**config.mk**
```make
export PLATFORM = sky130hd
export DESIGN_NAME = tick_timer
export DESIGN_NICKNAME = d
export VERILOG_FILES = /design/src/rtl/tick_timer_pkg.sv /design/src/rtl/tick_timer_regs.sv /design/src/rtl/tick_timer_presc.sv /design/src/rtl/tick_timer_core.sv /design/src/rtl/tick_timer.sv
export SDC_FILE = /design/constraint.sdc
export NUM_CORES = 1
export LEC_CHECK = 0
export CORE_MARGIN = 10
export CORE_UTILIZATION = 66
export CTS_BUF_LIST = sky130_fd_sc_hd__clkbuf_2
export DETAILED_ROUTE_END_ITERATION = 6
export DONT_BUFFER_PORTS = 1
export MAX_ROUTING_LAYER = met4
export PLACE_DENSITY = 0.93
export SKIP_LAST_GASP = 1
export SLEW_MARGIN = 20
export SYNTH_ARGS = -nofsm -noshare
export SYNTH_HDL_FRONTEND = slang
export SYNTH_SLANG_ARGS = --single-unit
```
**constraint.sdc**
```tcl
create_clock -name clk -period 8.5 [get_ports clk]
set_input_delay 0.85 -clock clk [delete_from_list [all_inputs] [get_ports clk]]
set_output_delay 0.85 -clock clk [all_outputs]
set_load 0.02 [all_outputs]
```
**src/rtl/tick_timer_pkg.sv**
```systemverilog
package tick_timer_pkg;

    // prescale field width; the divider ratio spans 2 .. 2^(2^PTV_W)
    localparam int PTV_W = 3;
    localparam int PRE_W = 1 << PTV_W;

    // control word bit positions
    localparam int CB_START  = 0;
    localparam int CB_REPEAT = 1;
    localparam int CB_PTV    = 2;
    localparam int CB_GATE   = CB_PTV + PTV_W;
    localparam int CB_SPARE  = CB_GATE + 1;
    localparam int CTRL_W    = CB_SPARE + 1;

    // word indices (byte offset / 4)
    localparam logic [1:0] IDX_CTRL  = 2'd0;
    localparam logic [1:0] IDX_LOAD  = 2'd1;
    localparam logic [1:0] IDX_COUNT = 2'd2;

    typedef enum logic [0:0] {
        ST_STOPPED  = 1'b0,
        ST_COUNTING = 1'b1
    } tmr_state_e;

endpackage

```
**src/rtl/tick_timer_regs.sv**
```systemverilog
module tick_timer_regs
    import tick_timer_pkg::*;
#(
    parameter int DW = 32,
    parameter int AW = 4
) (
    input  logic             clk,
    input  logic             rst_n,
    input  logic [AW-1:0]    bus_addr,
    input  logic             bus_we,
    input  logic [DW-1:0]    bus_wdata,
    output logic [DW-1:0]    bus_rdata,
    input  logic             start_clr,
    input  logic [DW-1:0]    count_i,
    output logic             start_o,
    output logic             repeat_o,
    output logic [PTV_W-1:0] ptv_o,
    output logic             gate_o,
    output logic [DW-1:0]    load_o
);

    localparam int IDX_LSB = 2;

    logic [1:0]       word_idx;
    logic             spare_q;
    logic [CTRL_W-1:0] ctrl_view;
    logic             unused_addr_bits;

    assign word_idx         = bus_addr[IDX_LSB +: 2];
    assign unused_addr_bits = ^{bus_addr[IDX_LSB-1:0]};

    always_ff @(posedge clk) begin
        if (!rst_n) begin
            start_o  <= 1'b0;
            repeat_o <= 1'b0;
            ptv_o    <= '0;
            gate_o   <= 1'b0;
            spare_q  <= 1'b0;
        end else if (bus_we && word_idx == IDX_CTRL) begin
            start_o  <= bus_wdata[CB_START];
            repeat_o <= bus_wdata[CB_REPEAT];
            ptv_o    <= bus_wdata[CB_PTV +: PTV_W];
            gate_o   <= bus_wdata[CB_GATE];
            spare_q  <= bus_wdata[CB_SPARE];
        end else if (start_clr) begin
            start_o  <= 1'b0;
        end
    end

    always_ff @(posedge clk) begin
        if (!rst_n) begin
            load_o <= '0;
        end else if (bus_we && word_idx == IDX_LOAD) begin
            load_o <= bus_wdata;
        end
    end

    always_comb begin
        ctrl_view            = '0;
        ctrl_view[CB_START]  = start_o;
        ctrl_view[CB_REPEAT] = repeat_o;
        ctrl_view[CB_PTV +: PTV_W] = ptv_o;
        ctrl_view[CB_GATE]   = gate_o;
        ctrl_view[CB_SPARE]  = spare_q;
    end

    always_comb begin
        unique case (word_idx)
            IDX_CTRL:  bus_rdata = DW'(ctrl_view);
            IDX_COUNT: bus_rdata = count_i;
            default:   bus_rdata = '0;
        endcase
    end

endmodule

```
**src/rtl/tick_timer_presc.sv**
```systemverilog
module tick_timer_presc
    import tick_timer_pkg::*;
(
    input  logic             clk,
    input  logic             rst_n,
    input  logic             run,
    input  logic [PTV_W-1:0] ptv,
    output logic             tick,
    output logic [PRE_W-1:0] cnt_o
);

    logic [PRE_W:0]   span;
    logic [PRE_W-1:0] limit;

    // ratio is 2^(ptv+1); the smallest setting still halves the clock
    assign span  = (PRE_W+1)'(1) << ((PTV_W+1)'(ptv) + (PTV_W+1)'(1));
    assign limit = PRE_W'(span - 1'b1);
    assign tick  = run && (cnt_o == limit);

    always_ff @(posedge clk) begin
        if (!rst_n) begin
            cnt_o <= '0;
        end else if (!run || tick) begin
            cnt_o <= '0;
        end else begin
            cnt_o <= cnt_o + 1'b1;
        end
    end

endmodule

```
**src/rtl/tick_timer_core.sv**
```systemverilog
module tick_timer_core
    import tick_timer_pkg::*;
#(
    parameter int CW = 32
) (
    input  logic          clk,
    input  logic          rst_n,
    input  logic          start,
    input  logic          gate,
    input  logic          rep,
    input  logic [CW-1:0] load,
    input  logic          tick,
    output logic [CW-1:0] count_o,
    output logic          running,
    output logic          start_clr,
    output logic          irq_o
);

    tmr_state_e    state_q, state_d;
    logic [CW-1:0] count_d;
    logic          irq_d;
    logic          at_zero;

    assign at_zero = (count_o == '0);
    assign running = (state_q == ST_COUNTING);

    // state register
    always_ff @(posedge clk) begin
        if (!rst_n) begin
            state_q <= ST_STOPPED;
        end else begin
            state_q <= state_d;
        end
    end

    // next state and datapath decisions
    always_comb begin
        state_d   = state_q;
        count_d   = count_o;
        irq_d     = 1'b0;
        start_clr = 1'b0;
        unique case (state_q)
            ST_STOPPED: begin
                if (start && gate) begin          // arm
                    count_d = load;
                    state_d = ST_COUNTING;
                end
            end
            ST_COUNTING: begin
                if (!start) begin                 // halt
                    state_d = ST_STOPPED;
                end else if (tick) begin
                    if (at_zero) begin
                        irq_d = 1'b1;
                        if (rep) begin            // wrap
                            count_d = load;
                        end else begin            // expire
                            start_clr = 1'b1;
                            state_d   = ST_STOPPED;
                        end
                    end else begin                // step
                        count_d = count_o - 1'b1;
                    end
                end
            end
            default: state_d = ST_STOPPED;
        endcase
    end

    // output registers
    always_ff @(posedge clk) begin
        if (!rst_n) begin
            count_o <= '0;
            irq_o   <= 1'b0;
        end else begin
            count_o <= count_d;
            irq_o   <= irq_d;
        end
    end

endmodule

```
**src/rtl/tick_timer.sv**
```systemverilog
module tick_timer
    import tick_timer_pkg::*;
#(
    parameter int CNT_W  = 32,
    parameter int ADDR_W = 4
) (
    input  logic              clk,
    input  logic              rst_n,
    input  logic [ADDR_W-1:0] bus_addr,
    input  logic              bus_we,
    input  logic [CNT_W-1:0]  bus_wdata,
    output logic [CNT_W-1:0]  bus_rdata,
    output logic              irq_pulse
);

    logic             ctrl_start;
    logic             ctrl_reload;
    logic [PTV_W-1:0] ctrl_ptv;
    logic             ctrl_en;
    logic [CNT_W-1:0] load_q;
    logic [CNT_W-1:0] count_q;
    logic             start_clr;
    logic             running;
    logic             tick;
    logic [PRE_W-1:0] presc_cnt;
    logic             presc_run;

    assign presc_run = running && ctrl_en;

    tick_timer_regs #(
        .DW (CNT_W),
        .AW (ADDR_W)
    ) u_regs (
        .clk       (clk),
        .rst_n     (rst_n),
        .bus_addr  (bus_addr),
        .bus_we    (bus_we),
        .bus_wdata (bus_wdata),
        .bus_rdata (bus_rdata),
        .start_clr (start_clr),
        .count_i   (count_q),
        .start_o   (ctrl_start),
        .repeat_o  (ctrl_reload),
        .ptv_o     (ctrl_ptv),
        .gate_o    (ctrl_en),
        .load_o    (load_q)
    );

    tick_timer_presc u_presc (
        .clk   (clk),
        .rst_n (rst_n),
        .run   (presc_run),
        .ptv   (ctrl_ptv),
        .tick  (tick),
        .cnt_o (presc_cnt)
    );

    tick_timer_core #(
        .CW (CNT_W)
    ) u_core (
        .clk       (clk),
        .rst_n     (rst_n),
        .start     (ctrl_start),
        .gate      (ctrl_en),
        .rep       (ctrl_reload),
        .load      (load_q),
        .tick      (tick),
        .count_o   (count_q),
        .running   (running),
        .start_clr (start_clr),
        .irq_o     (irq_pulse)
    );

endmodule

```
==> results.py <==
metrics = {
    "job": {
        "drv_cap": 0,
    },
    "drt": {
        "drt_wl_total_um": 12800,
        "antenna_left": 0,
        "drtIter0Drc": 484,
        "num_vias": 4430,
        "viasPerCell": 6.78,
        "drtPass1Iterations": 5,
        "routedWlPerCell_um": 19.6,
        "drcViolationCount": 0,
    },
    "logic_synthesis": {
        "synthesis.area_um2": 4560,
        "yosysSeqAreaShare_pct": 35.6,
        "synth_area_per_cell_um2": 7.63,
        "postSynth.asyncResetShare_pct": 0,
        "synth_edf_count": 0,
        "synth-seq-cells": 81,
        "syn_nets": 640,
        "yosys_warnings": 0,
        "netlist_instances": 597,
        "synthDistinctLibCells": 64,
        "synth-main-ff-cell": "dfxtp_1",
    },
    "final_layout": {
        "final_cells": 653,
        "fin_nets": 611,
        "drive_gt1_share_pct": 7.16,
        "diodes": 0,
        "syn2layout_area_growth_pct": 2.14,
    },
    "floorplan": {
        "rows": 30,
        "start_util_pct": 67.4,
        "die_area_um2": 10600,
        "die_h_um": 103,
        "pin_count": 72,
        "fp.dieW_um": 103,
        "core_um2": 6760,
    },
    "sta": {
        "fin_setup_tns_ns": 0,
        "period_needed_ns": 3.25,
        "hold_viol": 0,
        "setup_slack_ns": 5.25,
        "finalCritPeriodShare_pct": 38.2,
        "max_freq_ghz": 0.308,
        "slew_violations": 0,
        "rsz0062_at_grt": "no",
        "setup_viol": 0,
        "slew_headroom_pct": 26.8,
        "final.setup_skew_ns": 0.0190,
        "worstMarginPinSlew_ns": 1.09,
    },
    "placement": {
        "pre_cts_slack_ns": 5.38,
        "port_buffers": 0,
        "dp.cells": 637,
        "hpwl_um": 8620,
        "gp_congestion": 0.961,
    },
    "global_route": {
        "first_global_vias": 4092,
        "overflow": 0,
        "grt_pass1_wl_um": 20200,
        "grt_usage_pct": 24.3,
        "grt_max_degree": 63,
        "grt_antenna_before_repair": 0,
    },
    "setup_path": {
        "reg2regPathDepth": 9,
        "endpoint_kind": "flop",
        "cp-start-kind": "flop",
        "reg2reg_from": "u_regs.ptv_o[0]",
        "crit_required_ns": 8.98,
        "path_class": "flop to flop",
        "arrival_ns": 3.73,
        "crit_path_max_fanout": 11,
        "rr_endpoint": "u_core.count_o[18]",
        "regToRegSetupSlack_ns": 5.25,
    },
    "power": {
        "power_density_nw_per_um2": 155,
        "ir_worst_vdd_v": 0.0000926,
        "leakage_nw": 1.65,
    },
    "cts": {
        "cts-root-buf": "clkbuf_2",
        "clk_latency_ns": 0.57,
        "h-tree-depth": 3,
        "cts_tree": "built",
        "post_cts_buffers": 0,
        "cts.sinks": 81,
        "path_clk_slew_ns": 0.23,
        "cts_resized": 0,
        "clk_path_buf_depth": 2,
        "numCtsBuffers": 9,
        "postCtsHoldBufs": 0,
    },
    "hold_path": {
        "hp-start": "bus_wdata[2]",
        "min_to": "u_regs.load_o[2]",
        "worstHoldPathType": "input port to flop",
        "hold_path_depth": 2,
    },
    "run_status": {
        "status": "finished clean",
    },
}
-- registers in the layout, indices dropped and copies added, names as in the netlist --
register,count
u_core.count_o,32
u_regs.load_o,32
u_presc.cnt_o,8
u_regs.ptv_o,3
u_core.irq_o,1
u_core.running,1
u_regs.gate_o,1
u_regs.repeat_o,1
u_regs.spare_q,1
u_regs.start_o,1
-- worst max-delay path, cell delays in order, from the launching register on --
cell and delay [ns]:
dfxtp_1 0.47, or3_1 0.39, ha_1 0.27, nor2b_1 0.17, xnor2_1 0.12, a21boi_0 0.13
o31ai_2 0.45, a31o_2 0.36, nand2_1 0.36, o32ai_1 0.43
-- logic make-up after synthesis --
kind of cell,after synthesis,share of synthesized area (%)
AOI/OAI and AO/OA,144,20.6
xor gates and xnor gates,10,1.92
adders and majority gates,5,1.32
buffers and inverters,54,5.46
DFF,81,35.6
muxes,15,3.29
other,1,0.0823
and+or+nand+nor,287,31.7
-- how the worst max path moves through the flow --
stage                            from                 end  slack [ns]  depth (start not counted)
detailed placement    u_regs.ptv_o[2]  u_core.count_o[22]        5.38                          9
global route        u_core.count_o[5]   u_core.count_o[7]        5.13                          7
floorplan                 bus_addr[3]       bus_rdata[11]        5.65                          4
finish                u_regs.ptv_o[0]  u_core.count_o[18]        5.25                          9
global placement      u_regs.ptv_o[0]  u_core.count_o[22]        5.46                          9
CTS                   u_regs.ptv_o[2]  u_core.count_o[18]        5.32                          9
-- area by class of cell --
| class | instances | area [µm²] |
|---|---|---|
| Multi-Input combinational cell | 462 | 2690 |
| Tap cell | 80 | 100 |
| Fill cell | 562 | 2100 |
| Sequential cell | 81 | 1620 |
| Clock inverter | 7 | 133 |
| Clock buffer | 9 | 45.0 |
| Inverter | 10 | 37.5 |
| Timing Repair Buffer | 4 | 30.0 |
-- cell usage after synthesis (all sizes together), types with 3 or more instances --
library cell / count / share of area [%]
nand2: 87 / 7.2
dfxtp: 81 / 36
nor2: 74 / 6.1
a21oi: 62 / 6.8
and2: 29 / 4.0
clkbuf: 26 / 2.1
nor3: 25 / 3.0
nand3: 21 / 2.4
o21ai: 20 / 2.2
buf: 18 / 2.5
mux2i: 15 / 3.3
o311ai: 15 / 2.9
nor4: 13 / 2.6
inv: 10 / 0.82
or3: 10 / 1.5
and3: 7 / 0.99
o31ai: 7 / 1.3
xnor2: 7 / 1.3
a211oi: 6 / 0.99
a31oi: 5 / 1.0
o22ai: 5 / 0.69
ha: 4 / 1.1
nand2b: 4 / 0.55
nand4: 4 / 0.69
o211ai: 4 / 0.66
a31o: 3 / 0.58
nor3b: 3 / 0.49
o221a: 3 / 0.74
xor2: 3 / 0.58
-- routing by layer --
metal | part of all wire [%] | up-vias | wire length [µm] | GRT usage [%]
met5 | 0 | - | 0 | -
met4 | 3.0 | 0 | 378 | 9.52
met3 | 11 | 52 | 1380 | 7.98
met2 | 47 | 256 | 5960 | 38.0
met1 | 40 | 2051 | 5060 | 28.2
li1 | - | 2071 | - | -
-- power by group --
group / switching [mW] / internal [mW] / leakage (nW)
registers: 0.00556 / 0.387 / 0.655
clock network: 0.138 / 0.154 / 0.101
logic: 0.0233 / 0.0135 / 0.896
-- cell usage in the layout (no fill, tap or decap), types with 5 or more instances in the layout --
| cell | count |
|---|---|
| o22ai_1 | 5 |
| o311ai_0 | 14 |
| o21ai_1 | 6 |
| and3_1 | 6 |
| clkbuf_2 | 9 |
| and2_1 | 29 |
| o21ai_0 | 14 |
| a21oi_1 | 62 |
| inv_1 | 9 |
| nor4_1 | 10 |
| dfxtp_1 | 81 |
| a211oi_1 | 6 |
| nand3_1 | 20 |
| nor2_1 | 74 |
| mux2i_1 | 15 |
| nand2_1 | 86 |
| o31ai_1 | 6 |
| or3_1 | 9 |
| nor3_1 | 23 |
| xnor2_1 | 7 |
-- metrics by stage --
stage	hold WS, ns	utilization, %	power (mW)	area [µm²]
finish	0.375	68.9	0.721	4650
global route	0.348	68.9	0.743	4650
CTS	0.371	68.9	0.720	4650
detailed placement	0.447	66.3	0.436	4480
global placement	0.445	66.2	0.434	4480
floorplan	0.432	-	0.431	4560
(Power assumes the default switching activity.)
